===== config.mk =====
export PLATFORM = sky130hd
export DESIGN_NAME = cfg_i2c_bank
export DESIGN_NICKNAME = d
export VERILOG_FILES = /design/src/rtl/cfg_i2c_pkg.sv /design/src/rtl/cfg_i2c_sync.sv /design/src/rtl/cfg_i2c_regs.sv /design/src/rtl/cfg_i2c_fsm.sv /design/src/rtl/cfg_i2c_bank.sv
export SDC_FILE = /design/constraint.sdc
export NUM_CORES = 1
export LEC_CHECK = 0
export CORE_MARGIN = 1.5
export CORE_UTILIZATION = 45
export CTS_CLUSTER_DIAMETER = 40
export DETAILED_ROUTE_END_ITERATION = 6
export GPL_TIMING_DRIVEN = 0
export PLACE_DENSITY = 0.75
export SLEW_MARGIN = 20
export SYNTH_ARGS = -nofsm -noshare
export SYNTH_HDL_FRONTEND = slang
export SYNTH_SLANG_ARGS = --single-unit
export TNS_END_PERCENT = 10

===== constraint.sdc =====
create_clock -name clk -period 9.1 [get_ports clk]
set_input_delay 2.275 -clock clk [delete_from_list [all_inputs] [get_ports clk]]
set_output_delay 2.275 -clock clk [all_outputs]
set_load 0.005 [all_outputs]

===== src/rtl/cfg_i2c_pkg.sv =====
package cfg_i2c_pkg;
  typedef enum logic [2:0] {
    ST_IDLE,
    ST_RX,
    ST_ACK,
    ST_TX,
    ST_MACK,
    ST_WAIT
  } st_e;

  typedef enum logic [1:0] {
    PH_ADDR,
    PH_PTR,
    PH_DATA
  } ph_e;
endpackage


===== src/rtl/cfg_i2c_sync.sv =====
module cfg_i2c_sync #(
  parameter int STAGES = 2
) (
  input  logic clk,
  input  logic rst_n,
  input  logic scl_i,
  input  logic sda_i,
  output logic sda_o,
  output logic scl_rise_o,
  output logic scl_fall_o,
  output logic start_o,
  output logic stop_o
);
  logic [STAGES-1:0] scl_ff, sda_ff;
  logic              scl_d, sda_d;
  logic              scl_s, sda_s;

  // synchronizer chain, reset to idle-bus level
  always_ff @(posedge clk or negedge rst_n) begin
    if (!rst_n) begin
      scl_ff <= '1;
      sda_ff <= '1;
      scl_d  <= 1'b1;
      sda_d  <= 1'b1;
    end else begin
      scl_ff <= {scl_ff[STAGES-2:0], scl_i};
      sda_ff <= {sda_ff[STAGES-2:0], sda_i};
      scl_d  <= scl_ff[STAGES-1];
      sda_d  <= sda_ff[STAGES-1];
    end
  end

  always_comb begin
    scl_s      = scl_ff[STAGES-1];
    sda_s      = sda_ff[STAGES-1];
    sda_o      = sda_s;
    scl_rise_o = scl_s & ~scl_d;
    scl_fall_o = ~scl_s & scl_d;
    start_o    = scl_s & scl_d & sda_d & ~sda_s;
    stop_o     = scl_s & scl_d & ~sda_d & sda_s;
  end
endmodule


===== src/rtl/cfg_i2c_regs.sv =====
module cfg_i2c_regs #(
  parameter int NUM = 16,
  parameter int DW  = 8,
  localparam int AW = $clog2(NUM)
) (
  input  logic              clk,
  input  logic              rst_n,
  input  logic              wr_en,
  input  logic [AW-1:0]     wr_idx,
  input  logic [DW-1:0]     wr_data,
  input  logic [AW-1:0]     rd_idx,
  output logic [DW-1:0]     rd_data,
  output logic [NUM*DW-1:0] regs_flat
);
  logic [DW-1:0] mem [NUM];

  for (genvar g = 0; g < NUM; g++) begin : g_reg
    logic hit;
    assign hit = wr_en && (wr_idx == AW'(g));
    always_ff @(posedge clk or negedge rst_n) begin
      if (!rst_n) begin
        mem[g] <= '0;
      end else if (hit) begin
        mem[g] <= wr_data;
      end
    end
    assign regs_flat[g*DW +: DW] = mem[g];
  end

  assign rd_data = mem[rd_idx];
endmodule


===== src/rtl/cfg_i2c_fsm.sv =====
module cfg_i2c_fsm
  import cfg_i2c_pkg::*;
#(
  parameter int         NUM       = 16,
  parameter int         DW        = 8,
  parameter logic [6:0] DEV_ADDR  = 7'b1011000,
  parameter int         STRAP_BIT = 2,
  localparam int        AW        = $clog2(NUM),
  localparam int        CW        = $clog2(DW + 1)
) (
  input  logic          clk,
  input  logic          rst_n,
  input  logic          scl_rise,
  input  logic          scl_fall,
  input  logic          start,
  input  logic          stop,
  input  logic          sda_s,
  input  logic          strap,
  input  logic [DW-1:0] rd_data,
  output logic          wr_en,
  output logic [AW-1:0] ptr_o,
  output logic [DW-1:0] wr_data,
  output logic          sda_oe_n,
  output logic          wait_o
);
  localparam logic [CW-1:0] CNT_FULL = CW'(DW);
  localparam logic [CW-1:0] CNT_LAST = CW'(DW - 1);

  st_e           st_q, st_d;
  ph_e           ph_q, ph_d;
  logic [CW-1:0] cnt_q, cnt_d;
  logic [DW-1:0] sh_q, sh_d;
  logic [AW-1:0] ptr_q, ptr_d;
  logic          rw_q, rw_d;
  logic          nack_q, nack_d;
  logic          oe_q, oe_d;
  logic [6:0]    dev;

  always_comb begin
    dev            = DEV_ADDR;
    dev[STRAP_BIT] = strap;
  end

  always_comb begin
    st_d   = st_q;
    ph_d   = ph_q;
    cnt_d  = cnt_q;
    sh_d   = sh_q;
    ptr_d  = ptr_q;
    rw_d   = rw_q;
    nack_d = nack_q;
    oe_d   = oe_q;
    wr_en  = 1'b0;
    if (start) begin
      st_d  = ST_RX;
      ph_d  = PH_ADDR;
      cnt_d = '0;
      oe_d  = 1'b1;
    end else if (stop) begin
      st_d = ST_IDLE;
      oe_d = 1'b1;
    end else begin
      unique case (st_q)
        ST_RX: begin
          if (scl_rise) begin
            sh_d  = {sh_q[DW-2:0], sda_s};
            cnt_d = cnt_q + 1'b1;
          end else if (scl_fall && cnt_q == CNT_FULL) begin
            unique case (ph_q)
              PH_ADDR: begin
                if (sh_q[DW-1:1] == dev) begin
                  rw_d = sh_q[0];
                  st_d = ST_ACK;
                  oe_d = 1'b0;
                end else begin
                  st_d = ST_WAIT;
                end
              end
              PH_PTR: begin
                ptr_d = sh_q[AW-1:0];
                st_d  = ST_ACK;
                oe_d  = 1'b0;
              end
              default: begin
                wr_en = 1'b1;
                ptr_d = ptr_q + 1'b1;
                st_d  = ST_ACK;
                oe_d  = 1'b0;
              end
            endcase
          end
        end
        ST_ACK: begin
          if (scl_fall) begin
            cnt_d = '0;
            if (ph_q == PH_ADDR && rw_q) begin
              st_d  = ST_TX;
              sh_d  = rd_data;
              ptr_d = ptr_q + 1'b1;
              oe_d  = rd_data[DW-1];
            end else begin
              st_d = ST_RX;
              oe_d = 1'b1;
              ph_d = (ph_q == PH_ADDR) ? PH_PTR : PH_DATA;
            end
          end
        end
        ST_TX: begin
          if (scl_fall) begin
            if (cnt_q == CNT_LAST) begin
              st_d = ST_MACK;
              oe_d = 1'b1;
            end else begin
              sh_d  = {sh_q[DW-2:0], 1'b0};
              cnt_d = cnt_q + 1'b1;
              oe_d  = sh_q[DW-2];
            end
          end
        end
        ST_MACK: begin
          if (scl_rise) begin
            nack_d = sda_s;
          end else if (scl_fall) begin
            if (nack_q) begin
              st_d = ST_WAIT;
            end else begin
              st_d  = ST_TX;
              sh_d  = rd_data;
              ptr_d = ptr_q + 1'b1;
              cnt_d = '0;
              oe_d  = rd_data[DW-1];
            end
          end
        end
        default: ;
      endcase
    end
  end

  always_ff @(posedge clk or negedge rst_n) begin
    if (!rst_n) begin
      st_q   <= ST_IDLE;
      ph_q   <= PH_ADDR;
      cnt_q  <= '0;
      sh_q   <= '0;
      ptr_q  <= '0;
      rw_q   <= 1'b0;
      nack_q <= 1'b0;
      oe_q   <= 1'b1;
    end else begin
      st_q   <= st_d;
      ph_q   <= ph_d;
      cnt_q  <= cnt_d;
      sh_q   <= sh_d;
      ptr_q  <= ptr_d;
      rw_q   <= rw_d;
      nack_q <= nack_d;
      oe_q   <= oe_d;
    end
  end

  assign ptr_o    = ptr_q;
  assign wr_data  = sh_q;
  assign sda_oe_n = oe_q;
  assign wait_o   = (st_q == ST_WAIT);
endmodule


===== src/rtl/cfg_i2c_bank.sv =====
module cfg_i2c_bank #(
  parameter int NUM         = 16,
  parameter int DW          = 8,
  parameter int SYNC_STAGES = 2
) (
  input  logic              clk,
  input  logic              rst_n,
  input  logic              scl_i,
  input  logic              sda_i,
  input  logic              addr_strap_i,
  output logic              sda_oe_n_o,
  output logic [NUM*DW-1:0] regs_o
);
  localparam int AW = $clog2(NUM);

  logic [1:0]    rst_sync;
  logic          rst_n_s;
  logic          sda_s, scl_rise, scl_fall, start, stop;
  logic          wr_en, fsm_wait;
  logic [AW-1:0] ptr_q;
  logic [DW-1:0] wr_data, rd_data;

  // reset asserts at once, releases on a clock edge
  always_ff @(posedge clk or negedge rst_n) begin
    if (!rst_n) begin
      rst_sync <= '0;
    end else begin
      rst_sync <= {rst_sync[0], 1'b1};
    end
  end
  assign rst_n_s = rst_sync[1];

  cfg_i2c_sync #(.STAGES(SYNC_STAGES)) u_sync (
    .clk       (clk),
    .rst_n     (rst_n_s),
    .scl_i     (scl_i),
    .sda_i     (sda_i),
    .sda_o     (sda_s),
    .scl_rise_o(scl_rise),
    .scl_fall_o(scl_fall),
    .start_o   (start),
    .stop_o    (stop)
  );

  cfg_i2c_fsm #(.NUM(NUM), .DW(DW)) u_fsm (
    .clk     (clk),
    .rst_n   (rst_n_s),
    .scl_rise(scl_rise),
    .scl_fall(scl_fall),
    .start   (start),
    .stop    (stop),
    .sda_s   (sda_s),
    .strap   (addr_strap_i),
    .rd_data (rd_data),
    .wr_en   (wr_en),
    .ptr_o   (ptr_q),
    .wr_data (wr_data),
    .sda_oe_n(sda_oe_n_o),
    .wait_o  (fsm_wait)
  );

  cfg_i2c_regs #(.NUM(NUM), .DW(DW)) u_regs (
    .clk      (clk),
    .rst_n    (rst_n_s),
    .wr_en    (wr_en),
    .wr_idx   (ptr_q),
    .wr_data  (wr_data),
    .rd_idx   (ptr_q),
    .rd_data  (rd_data),
    .regs_flat(regs_o)
  );
endmodule


=== Yosys cells after proc, flatten, opt, wreduce, memory -nomap -nowiden ===
Cells that the tools add are included.

* Input port bits: 5
* Register bits after elaboration: 160
* Word-level logic and storage cells: 205

* Order comparisons: 1
* Bitwise gates (word level): 15
* Reductions and logical operators: 35
* $add $sub $neg: 2
* Equal/unequal tests: 52
* Muxes and demuxes: 71

{| class="wikitable"
|+ Operator list
! cell !! number
|-
| 8-bit two-way mux || 10
|-
| 4-bit two-way mux || 16
|-
| 4-bit == test, second input constant || 9
|-
| 3-bit two-way mux || 12
|-
| 8-bit binary-select mux with 4-bit select || 1
|-
| 8-bit one-hot mux with 4 select lines || 1
|-
| 11-bit AND reduction || 2
|-
| 4-bit by 3-bit == test with 1-bit output, second input constant || 5
|-
| 4-bit by 3-bit inequality test with 1-bit output, second input constant || 5
|-
| 1-bit two-way mux || 19
|-
| 1-bit logical AND || 18
|-
| 9-bit AND reduction || 2
|-
| 2-bit inequality test, second input constant || 8
|-
| 4-bit one-hot mux with 4 select lines || 1
|-
| 2-bit two-way mux || 7
|-
| 3-bit inequality test, second input constant || 4
|-
| 4-bit inequality test, second input constant || 3
|-
| 3-bit one-hot mux with 4 select lines || 1
|-
| 4-bit one-hot mux with 3 select lines || 1
|-
| 2-bit by 1-bit inequality test with 1-bit output, second input constant || 5
|-
| 3-bit by 2-bit inequality test with 1-bit output, second input constant || 3
|-
| 4-bit by 1-bit adder with 4-bit output, second input constant || 2
|-
| 4-bit by 2-bit == test with 1-bit output, second input constant || 2
|-
| 4-bit one-hot mux with 2 select lines || 1
|-
| other kinds (23) || 38
|}

=== Longest topological paths before layout ===
Gate-level depths: netlist of run 1.

* Word-level depth: 10
* Gate-level depth with buffers: 7

=== By module ===
A second synthesis of run 1 with hierarchy kept.

* Cells, all modules: 545
* Area, all modules: 7803.7 µm²

{| class="wikitable"
|+ Modules (own cells, without submodules)
! module !! instances !! seq. area each (µm²) !! area each (µm²) !! cells an instance
|-
| cfg_i2c_regs || 1 || 3203.1 || 5903.2 || 364
|-
| cfg_i2c_fsm || 1 || 601.8 || 1656.6 || 168
|-
| cfg_i2c_sync || 1 || 157.7 || 190.2 || 10
|-
| cfg_i2c_bank || 1 || 50.0 || 53.8 || 3
|}

=== Worst setup path after synthesis of run 1 ===
No wires, ideal clock.

* Path type: in2reg
* Start point: in addr_strap_i
* End point: reg u_fsm.st_q[0]
* Stages on the path: 5
* Data required time: 8.976 ns
* Path slack: 5.570 ns
* Arrival: 3.406 ns
* Cell sequence: xor2_1 -> o31ai_1 -> o21ai_0 -> a32oi_1 -> a21oi_1

* Longest elaborated chain between the ends: 8

{| class="wikitable"
|+ RTL lines
! what !! line !! text
|-
| start: declaration || cfg_i2c_bank.sv:10 || <nowiki>input logic addr_strap_i,</nowiki>
|-
| 7-bit == test || cfg_i2c_fsm.sv:71 || <nowiki>if (sh_q[DW-1:1] == dev) begin</nowiki>
|-
| 3-bit two-way mux || cfg_i2c_fsm.sv:71 ||
|-
| 3-bit two-way mux || cfg_i2c_fsm.sv:69 || <nowiki>unique case (ph_q)</nowiki>
|-
| 3-bit two-way mux || cfg_i2c_fsm.sv:68 || <nowiki>end else if (scl_fall && cnt_q == CNT_FULL) begin</nowiki>
|-
| 3-bit two-way mux || cfg_i2c_fsm.sv:65 || <nowiki>if (scl_rise) begin</nowiki>
|-
| 3-bit one-hot mux with 4 select lines || cfg_i2c_fsm.sv:63 || <nowiki>unique case (st_q)</nowiki>
|-
| 3-bit two-way mux || cfg_i2c_fsm.sv:59 || <nowiki>end else if (stop) begin</nowiki>
|-
| 3-bit two-way mux || cfg_i2c_fsm.sv:54 || <nowiki>if (start) begin</nowiki>
|-
| end signal: assignment || cfg_i2c_fsm.sv:151 || <nowiki>st_q <= st_d;</nowiki>
|-
| end: declaration || cfg_i2c_fsm.sv:29 || <nowiki>st_e st_q, st_d;</nowiki>
|}

Every way passes these cells. The select of a mux whose other input is x is not followed.
A chain may end at the register's enable or synchronous reset.

=== Final worst setup path of run 1 ===
Same ends and word-level chain as after synthesis.

==> impl_metrics.yaml, run 1 <==
floorplan:
  dieArea_um2: 18300
  io_pins: 134
  die_y_um: 135
  die_x_um: 135
  rows: 48
  start_util_pct: 45.9
  coreArea_um2: 17200
layout:
  finalNetCount: 762
  fin_cells: 989
  synthToLayoutAreaGrowth_pct: 28.5
  n_antenna_cell: 0
  layout-drive-gt1-share_pct: 29.3
  fill_cells: 1377
  multi_input_area_um2: 3680
  seq_area_um2: 4020
setup_path:
  reg2reg_from: "u_sync.scl_ff[1]"
  endpoint_kind: "register"
  cpMaxStageDelayCell: "o31ai_1"
  crit_chain: "clkdlybuf4s50_1 > xor2_1 > o31ai_1 > o21ai_0 > a32oi_1 > a21oi_1"
  path_max_fanout: 8
  arrival_ps: 4440
  cp_slowest_stage_delay_ps: 910
  cp_num_buf_inv: 1
  reg2reg_setup_slack_ps: 6120
  cp.depth: 6
  reg2reg_depth: 6
  cp.required_ps: 9410
  critPathLaunchType: "input pin"
  crit_family: "compound AO/OA/AOI/OAI gates"
  criticalPathCategory: "in -> reg"
  worst_r2r_endpoint: "u_fsm.wr_data[0]"
timing:
  finalCriticalPeriod_ps: 4140
  worst_pin_slew_ps: 1090
  fin_worst_skew_ps: 9.14
  setup_viol: 0
  fin_crit_sh_pct: 45.4
  hold_violations: 0
  slew_headroom_pct: 26.4
  fmax_mhz: 242
  fin_tns_setup_ps: 0
  slew_violations: 0
  rsz0062_at_grt: "no"
power:
  switching_share_pct: 28.4
  power.sequential.fraction_pct: 46.2
  irDropWorstVdd_v: 0.000145
  power_frac_comb_pct: 11.2
  pwr-share-clk_pct: 42.6
  cellLeakagePower_nw: 4.36
  power.density_nw_per_um2: 162
  switching_power_mw: 0.465
  internal_power_mw: 1.17
synthesis:
  syn_area_um2: 7880
  synthAdderAreaFrac_pct: 0.952
  yosysUniqueCellTypes: 59
  ys.flop_type: "dfrtp_1"
  synthSimpleGateAreaFrac_pct: 9.38
  yosys.area.top_type_share_pct: 48.6
  synth_xor_area_share_pct: 0.444
  async_reset_ff_share_pct: 100
  synth_area_leaders: "dfrtp_1, mux2_2, mux4_2"
  synth-compound-area-share_pct: 7.54
  ys_seq_area_share_pct: 50.9
  synth_edf_count: 0
  synthMuxAreaShare_pct: 28.4
  ys_warn_count: 0
  ys_ff_latch: 160
  synth_top_family_by_area: "multiplexers"
  synth_fp_nets: 608
  syn_avg_cell_area_um2: 13.2
  synthCells: 597
  yosys.area.top_type: "dfrtp_1"
clock_tree:
  cts_tree: "built"
  clock_sinks: 160
  cts_hold_buffers: 0
  cts_resized: 0
  clkSlewWorstSetupHoldPaths_ps: 70
  insertion_delay_ps: 420
  ctsRootBufferMaster: "clkbuf_16"
  cts_buffers: 17
  cts_setup_buffers: 0
  h-tree-depth: 4
  cts_buffer_depth: 2
place:
  place_inst: 957
  gp_congestion: 0.875
  port_buffers: 133
  post-dp-hpwl_mm: 16.5
worst_hold_path:
  min_path_cells: 0
  min_from: "rst_sync[0]"
  worstHoldPathType: "reg -> reg"
  min_delay_worst_endpoint: "rst_sync[1]"
global_route:
  grt_start_max_net_pins: 61
  grt_pass1_vias: 6216
  antenna_found_initial: 0
  grt.total_usage_pct: 26.5
  grt_pass1_wl_mm: 36.3
  grt.overflow.total: 0
detailed_routing:
  antenna_left: 0
  drc_errors: 0
  viasPerCell: 5.96
  dr_total_vias: 5895
  drtIter0Drc: 523
  routed_wl_mm: 23.3
  drt_pass1_iterations: 5
  wl_per_cell_um: 23.5
run_status:
  status: "completed"
flow_run:
  cap_violations: 0
## cell usage in the layout, fill, tap and decap left out, drive strengths merged, types with 10 or more instances in the layout
master / Yosys / routed
mux2i: 31 / 31
a22oi: 14 / 14
dfrtp: 153 / 153
inv: 9 / 15
buf: 12 / 14
clkbuf: 26 / 45
nand2: 16 / 16
mux2: 135 / 135
clkdlybuf4s50: 0 / 133
mux4: 18 / 18
nor2: 34 / 34
nand3: 12 / 12
a21oi: 11 / 11
nor3: 10 / 10
## registers in the layout, summed over array words and instances (netlist names), 2 cells and up
signal and count:
u_fsm.ph_q 2, rst_sync 2, u_sync.scl_ff 2, u_fsm.ptr_o 4
u_fsm.cnt_q 4, u_sync.sda_ff 2, u_fsm.st_q 3, u_regs.regs_flat 128
u_fsm.wr_data 8
## cell type report
class | instances | area share [%]
buffer | 38 | 1.51
clock buffer | 19 | 4.37
clock inverter | 13 | 1.27
inverter | 9 | 0.334
multi-input combinational | 390 | 36.4
sequential | 160 | 39.7
tap | 225 | 2.78
timing repair buffer | 135 | 13.7
## cell usage after synthesis, drive strengths merged (2+ instances only)
library cell	n
inv	9
o31ai	2
a32oi	6
nor3b	9
nor2	34
o22a	2
o211ai	2
a22oi	14
nor2b	8
buf	12
or3b	4
mux4	18
a2111oi	6
nand2b	3
or3	2
a21oi	11
nand2	16
a2bb2oi	7
and2	2
dfstp	7
a31oi	7
mux2	135
nor3	10
dfrtp	153
nand4bb	2
clkbuf	26
nand3b	6
mux2i	31
nand3	12
ha	6
and3	3
o21ai	9
xor2	3
## cells by family after synthesis
group,after synthesis
multiplexers,184
flip-flops,160
AND/OR/NAND/NOR,114
AO/OA/AOI/OAI,81
buffers and inverters,47
adder cells (fa/ha/maj),6
XOR/XNOR,4
other,1
## power groups by stage
stage               registers [mW]  clock network (mW)  logic [mW]
floorplan                    0.767                   0      0.0965
global placement             0.776                   0       0.162
detailed placement           0.768                   0       0.179
CTS                          0.755               0.704       0.181
global route                 0.759               0.733       0.195
finish                       0.756               0.696       0.183
## metal layers
metal | global-route usage [%] | share of wire, % | up-vias
met1 | 34.5 | 42 | 3031
met4 | 10.9 | 3.0 | 0
li1 | - | - | 2548
met3 | 6.02 | 6.8 | 54
met5 | 0 | 0 | -
met2 | 42.8 | 49 | 262
## worst max path at each step
stage,endpoint,slack (ps),startpoint
after global placement,u_regs.regs_flat[16],2860,rst_sync[1]
after floorplan,u_fsm.cnt_q[0],4320,rst_sync[1]
after CTS,u_fsm.st_q[0],5140,addr_strap_i
after detailed placement,u_fsm.st_q[0],4690,addr_strap_i
after global routing,u_fsm.st_q[2],4920,addr_strap_i
final,u_fsm.st_q[0],4960,addr_strap_i
## metrics by stage
stage	hold slack, ps	worst slack (ps)	instance area (µm²)	power (mW)	util [%]
6_report	355	4960	10100	1.64	59.0
5_1_grt	361	4920	10100	1.69	59.0
4_1_cts	358	5140	10100	1.64	59.0
3_5_place_dp	343	4690	9550	0.947	55.6
3_3_place_gp	339	2860	9500	0.937	55.3
2_1_floorplan	331	4320	7880	0.864	-
## worst register-to-register path, stage by stage, from the launching register on
cell and delay (ps):
dfstp_2 530, clkbuf_1 300, nand4bb_1 140, a21oi_1 420
o211ai_1 410, nor2_1 660, mux2_2 400
Power figures use the tool's default switching activity.
==> inputs of run 2 (changes only) <==
==> constraint.sdc (replaced) <==
create_clock -name clk -period 4.2 [get_ports clk]
set_input_delay 1.05 -clock clk [delete_from_list [all_inputs] [get_ports clk]]
set_output_delay 1.05 -clock clk [all_outputs]
set_load 0.005 [all_outputs]
==> impl_metrics.yaml, run 2 (same netlist as run 1, synthesis figures left out) <==
layout:
  finalNetCount: 762
  synthToLayoutAreaGrowth_pct: 29.0
  largest_reg_flops: 128
  utilization_pct: 59.2
  fill_cells: 1366
  seq_area_um2: 4020
  multi_input_area_um2: 3680
  fin_cells: 988
  n_antenna_cell: 0
  layout-drive-gt1-share_pct: 29.1
  layout_common_cells: "dfrtp_1, clkdlybuf4s50_1, mux2_2, mux2i_1, clkbuf_1"
  final_common_cell: "dfrtp_1"
detailed_routing:
  dr_total_vias: 5917
  antenna_left: 0
  viasPerCell: 5.99
  drtIter0Drc: 497
  drt_pass1_iterations: 7
  routed_wl_mm: 23.3
  wl_per_cell_um: 23.5
  drc_errors: 0
setup_path:
  reg2reg_setup_slack_ps: 1170
  cp_num_buf_inv: 1
  path_max_fanout: 10
  critPathLaunchType: "register"
  worst_r2r_endpoint: "u_fsm.wr_data[1]"
  reg2reg_depth: 6
  criticalPathCategory: "reg -> reg"
  endpoint_kind: "register"
  cp.required_ps: 4510
  crit_family: "compound AO/OA/AOI/OAI gates"
  cp_slowest_stage_delay_ps: 660
  cp.depth: 6
  crit_chain: "clkbuf_1 > nand4bb_1 > a21oi_1 > o211ai_1 > nor2_1 > mux2_2"
  cpMaxStageDelayCell: "nor2_1"
  reg2reg_from: "u_sync.scl_ff[1]"
  arrival_ps: 3340
timing:
  setup_viol: 0
  slew_violations: 0
  rsz0062_at_grt: "no"
  finalCriticalPeriod_ps: 3030
  hold_violations: 0
  worst_pin_slew_ps: 1120
  fin_ws_ps: 1170
  fin_worst_skew_ps: 9.64
  fin_tns_setup_ps: 0
  slew_headroom_pct: 24.8
  fmax_mhz: 330
  fin_crit_sh_pct: 72.2
worst_hold_path:
  min_delay_worst_endpoint: "rst_sync[1]"
  worstHoldPathType: "reg -> reg"
  min_from: "rst_sync[0]"
  min_path_cells: 0
power:
  cellLeakagePower_nw: 4.38
  power.density_nw_per_um2: 362
  irDropWorstVdd_v: 0.000304
clock_tree:
  insertion_delay_ps: 430
  h-tree-depth: 4
  ctsRootBufferMaster: "clkbuf_16"
  cts_buffer_depth: 2
  cts_setup_buffers: 0
  clkSlewWorstSetupHoldPaths_ps: 70
  cts_buffers: 17
  cts_tree: "built"
  clock_sinks: 160
  cts_resized: 0
  cts_hold_buffers: 0
global_route:
  grt_start_max_net_pins: 60
  grt_pass1_wl_mm: 35.8
  grt.total_usage_pct: 26.3
  antenna_found_initial: 0
  grt.overflow.total: 0
  grt_pass1_vias: 6179
floorplan:
  start_util_pct: 45.9
  die_x_um: 135
  coreArea_um2: 17200
  rows: 48
  io_pins: 134
  die_y_um: 135
  dieArea_um2: 18300
flow_run:
  cap_violations: 0
place:
  gp_congestion: 0.880
  port_buffers: 133
  place_inst: 957
  post-dp-hpwl_mm: 16.6
  post-place-ws_ps: 947
run_status:
  status: "completed"
[run 2: changes by cell type in the layout (fill, tap and decap cells not counted)]
| cell | before | now |
|---|---|---|
| clkinv_4 | 1 | 2 |
| bufinv_16 | 1 | 4 |
| clkinvlp_4 | 3 | 2 |
| inv_6 | 4 | 3 |
| buf_16 | 2 | 1 |
| clkbuf_1 | 27 | 28 |
| clkinv_2 | 2 | 0 |
| inv_8 | 2 | 0 |
| buf_12 | 0 | 1 |
[run 2: layer usage]
| metal | wire length (µm) | part of all wire [%] | vias to the layer above | track usage, % |
|---|---|---|---|---|
| li1 | - | - | 2551 | - |
| met1 | 9630 | 41 | 3047 | 33.7 |
| met2 | 11400 | 49 | 258 | 42.8 |
| met3 | 1540 | 6.6 | 61 | 5.91 |
| met4 | 736 | 3.2 | 0 | 11.8 |
| met5 | 0 | 0 | - | 0 |
[run 2: stage by stage]
| stage | hold WS, ps | instance area [µm²] | power [mW] |
|---|---|---|---|
| final | 355 | 10200 | 3.68 |
| after global routing | 367 | 10200 | 3.80 |
| after CTS | 359 | 10200 | 3.69 |
| after detailed placement | 340 | 9550 | 2.05 |
| after global placement | 339 | 9500 | 2.03 |
| after floorplan | 331 | 7880 | 1.87 |
[run 2: final cells by class]
cell class / count / area share [%]
Clock buffer: 20 / 4.39
Inverter: 9 / 0.332
Buffer: 38 / 1.50
Sequential cell: 160 / 39.5
Tap cell: 225 / 2.77
Multi-Input combinational cell: 390 / 36.2
Timing Repair Buffer: 135 / 13.6
Clock inverter: 11 / 1.76
[run 2: how the worst max path moves through the flow]
stage,startpoint,to,slack (ps)
3_5_place_dp,addr_strap_i,u_fsm.st_q[0],950
2_1_floorplan,rst_sync[1],u_fsm.cnt_q[0],1560
6_report,u_sync.scl_ff[1],u_fsm.wr_data[1],1170
4_1_cts,u_sync.scl_ff[1],u_fsm.wr_data[1],1230
3_3_place_gp,rst_sync[1],u_regs.regs_flat[0],750
5_1_grt,u_sync.scl_ff[1],u_fsm.wr_data[1],1010
[run 2: worst register-to-register path, cell delays in order, from the launching register on]
cell,delay [ps]
dfstp_2,530
clkbuf_1,290
nand4bb_1,140
a21oi_1,460
o211ai_1,430
nor2_1,660
mux2_2,400
[run 2: power breakdown]
| group | total (mW) | switching, mW | internal, mW |
|---|---|---|---|
| registers | 1.64 | 0.0494 | 1.59 |
| clock network | 1.65 | 0.640 | 1.01 |
| logic | 0.391 | 0.291 | 0.101 |
==> inputs of run 3 (changes only) <==
--- a/config.mk
+++ b/config.mk
@@ -10,7 +10,7 @@
 export CTS_CLUSTER_DIAMETER = 40
 export DETAILED_ROUTE_END_ITERATION = 6
 export GPL_TIMING_DRIVEN = 0
-export PLACE_DENSITY = 0.75
+export PLACE_DENSITY = 0.78
 export SLEW_MARGIN = 20
 export SYNTH_ARGS = -nofsm -noshare
 export SYNTH_HDL_FRONTEND = slang
==> constraint.sdc (replaced) <==
create_clock -name clk -period 2.5 [get_ports clk]
set_input_delay 0.625 -clock clk [delete_from_list [all_inputs] [get_ports clk]]
set_output_delay 0.625 -clock clk [all_outputs]
set_load 0.005 [all_outputs]
==> impl_metrics.yaml, run 3 (same netlist as run 1, synthesis figures left out) <==
global_route:
  grt_pass1_vias: 6171
  grt_pass1_wl_mm: 35.8
  met3_usage_pct: 5.05
  use_met1_pct: 34.9
  grt_start_max_net_pins: 57
  antenna_found_initial: 0
  met2_usage_pct: 43.0
  grt.total_usage_pct: 26.2
  busiest_layer: "met2"
  grt.overflow.total: 0
timing:
  rsz0062_at_grt: "yes"
  fin_crit_sh_pct: 98.7
  worst_pin_slew_ps: 933
  fin_ws_ps: 31.4
  fmax_mhz: 405
  slew_violations: 0
  fin_tns_setup_ps: 0
  fin_worst_skew_ps: 4.91
  setup_viol: 0
  finalCriticalPeriod_ps: 2470
  whs_ps: 236
  slew_headroom_pct: 37.2
  hold_violations: 0
setup_path:
  cpMaxStageDelayCell: "nor2_4"
  endpoint_kind: "register"
  crit_family: "buffers and inverters"
  cp_num_buf_inv: 2
  path_max_fanout: 10
  cp.required_ps: 2810
  crit_chain: "clkbuf_1 > buf_2 > nand2_1 > nor2_4 > mux2_2"
  criticalPathCategory: "reg -> reg"
  arrival_ps: 2780
  cp_slowest_stage_delay_ps: 450
  critPathLaunchType: "register"
flow_run:
  cap_violations: 0
layout:
  layout_common_cells: "dfrtp_1, clkdlybuf4s50_1, mux2_2, mux2i_1, clkbuf_1"
  synthToLayoutAreaGrowth_pct: 31.2
  n_antenna_cell: 0
  fill_cells: 1346
  fin_cells: 995
  final_common_cell: "dfrtp_1"
  largest_reg_flops: 128
  utilization_pct: 60.2
  finalNetCount: 768
  finish.instance_area_um2: 10300
  layout-drive-gt1-share_pct: 31.6
clock_tree:
  h-tree-depth: 4
  cts_buffers: 17
  ctsRootBufferMaster: "clkbuf_16"
  cts_buffer_depth: 2
  clock_sinks: 160
  cts_hold_buffers: 0
  insertion_delay_ps: 430
  clkSlewWorstSetupHoldPaths_ps: 60
  cts_tree: "built"
power:
  power_mw: 6.16
  switching_power_mw: 1.69
  switching_share_pct: 27.4
  power_frac_comb_pct: 11.2
  internal_power_mw: 4.47
  cellLeakagePower_nw: 4.44
  power.density_nw_per_um2: 596
  pwr-share-clk_pct: 44.3
  irDropWorstVdd_v: 0.000574
  power.sequential.fraction_pct: 44.5
detailed_routing:
  drc_errors: 0
  drtIter0Drc: 414
  drt_pass1_iterations: 7
  wl_per_cell_um: 23.5
  dr_total_vias: 5984
  routed_wl_mm: 23.4
  viasPerCell: 6.01
  antenna_left: 0
floorplan:
  start_util_pct: 45.9
  die_x_um: 135
  rows: 48
  die_y_um: 135
  io_pins: 134
  dieArea_um2: 18300
  coreArea_um2: 17200
place:
  post-place-ws_ps: -416
  place_inst: 958
  post-dp-hpwl_mm: 16.7
  placed_area_um2: 9570
  port_buffers: 133
  gp_congestion: 0.909
run_status:
  status: "completed"
worst_hold_path:
  worstHoldPathType: "reg -> async"
-- run 3: cell count changes in the layout (fill, tap and decap cells not counted), sizes merged --
cell	change
buf	+6
clkinv	+2
bufinv	-1
clkinvlp	+1
inv	-1
-- run 3: worst reg2reg max path: stages (launching register included) --
cell	delay [ps]
dfrtp_1	320
clkbuf_1	440
buf_2	410
nand2_1	330
nor2_4	460
mux2_2	400
-- run 3: path summary, 6_finish.rpt --
| kind | from | endpoint | slack, ps | depth (start not counted) |
|---|---|---|---|---|
| worst max-delay path | u_fsm.ptr_o[2] | u_regs.regs_flat[34] | 30 | 5 |
| worst min-delay path | rst_sync[1] | u_regs.regs_flat[59] | 240 | 0 |
| worst max register to register | u_fsm.ptr_o[2] | u_regs.regs_flat[34] | 30 | 5 |
| worst min register to register | rst_sync[1] | u_regs.regs_flat[59] | 240 | 0 |
| max in group asynchronous | rst_sync[1] | u_fsm.sda_oe_n | 1370 | 2 |
| min in group clk | rst_sync[0] | rst_sync[1] | 350 | 0 |
-- run 3: routing by layer --
layer	wire [µm]	part of all wire [%]
met5	0	0
met4	589	2.5
met3	1380	5.9
met2	11400	49
met1	10000	43
-- run 3: cell type report --
type | instances | area [µm²] | area share, %
Timing Repair Buffer | 141 | 1460 | 14.1
Tap cell | 225 | 282 | 2.72
Multi-Input combinational cell | 390 | 3780 | 36.5
Buffer | 38 | 160 | 1.55
Inverter | 9 | 33.8 | 0.327
Clock buffer | 20 | 457 | 4.41
Clock inverter | 12 | 158 | 1.52
Sequential cell | 160 | 4020 | 38.8
-- run 3: power groups by stage --
stage               sequential (mW)  combinational [mW]  clock (mW)
floorplan                      2.79               0.351           0
global route                   2.75               0.732        2.84
CTS                            2.74               0.677        2.74
global placement               2.82               0.588           0
detailed placement             2.79               0.665           0
finish                         2.74               0.690        2.73
-- run 3: timing repair --
action,in CTS,in global routing
setup buffers,5,0
pin swaps,3,0
resized for setup,18,14
endpoints found under the setup margin,139,98
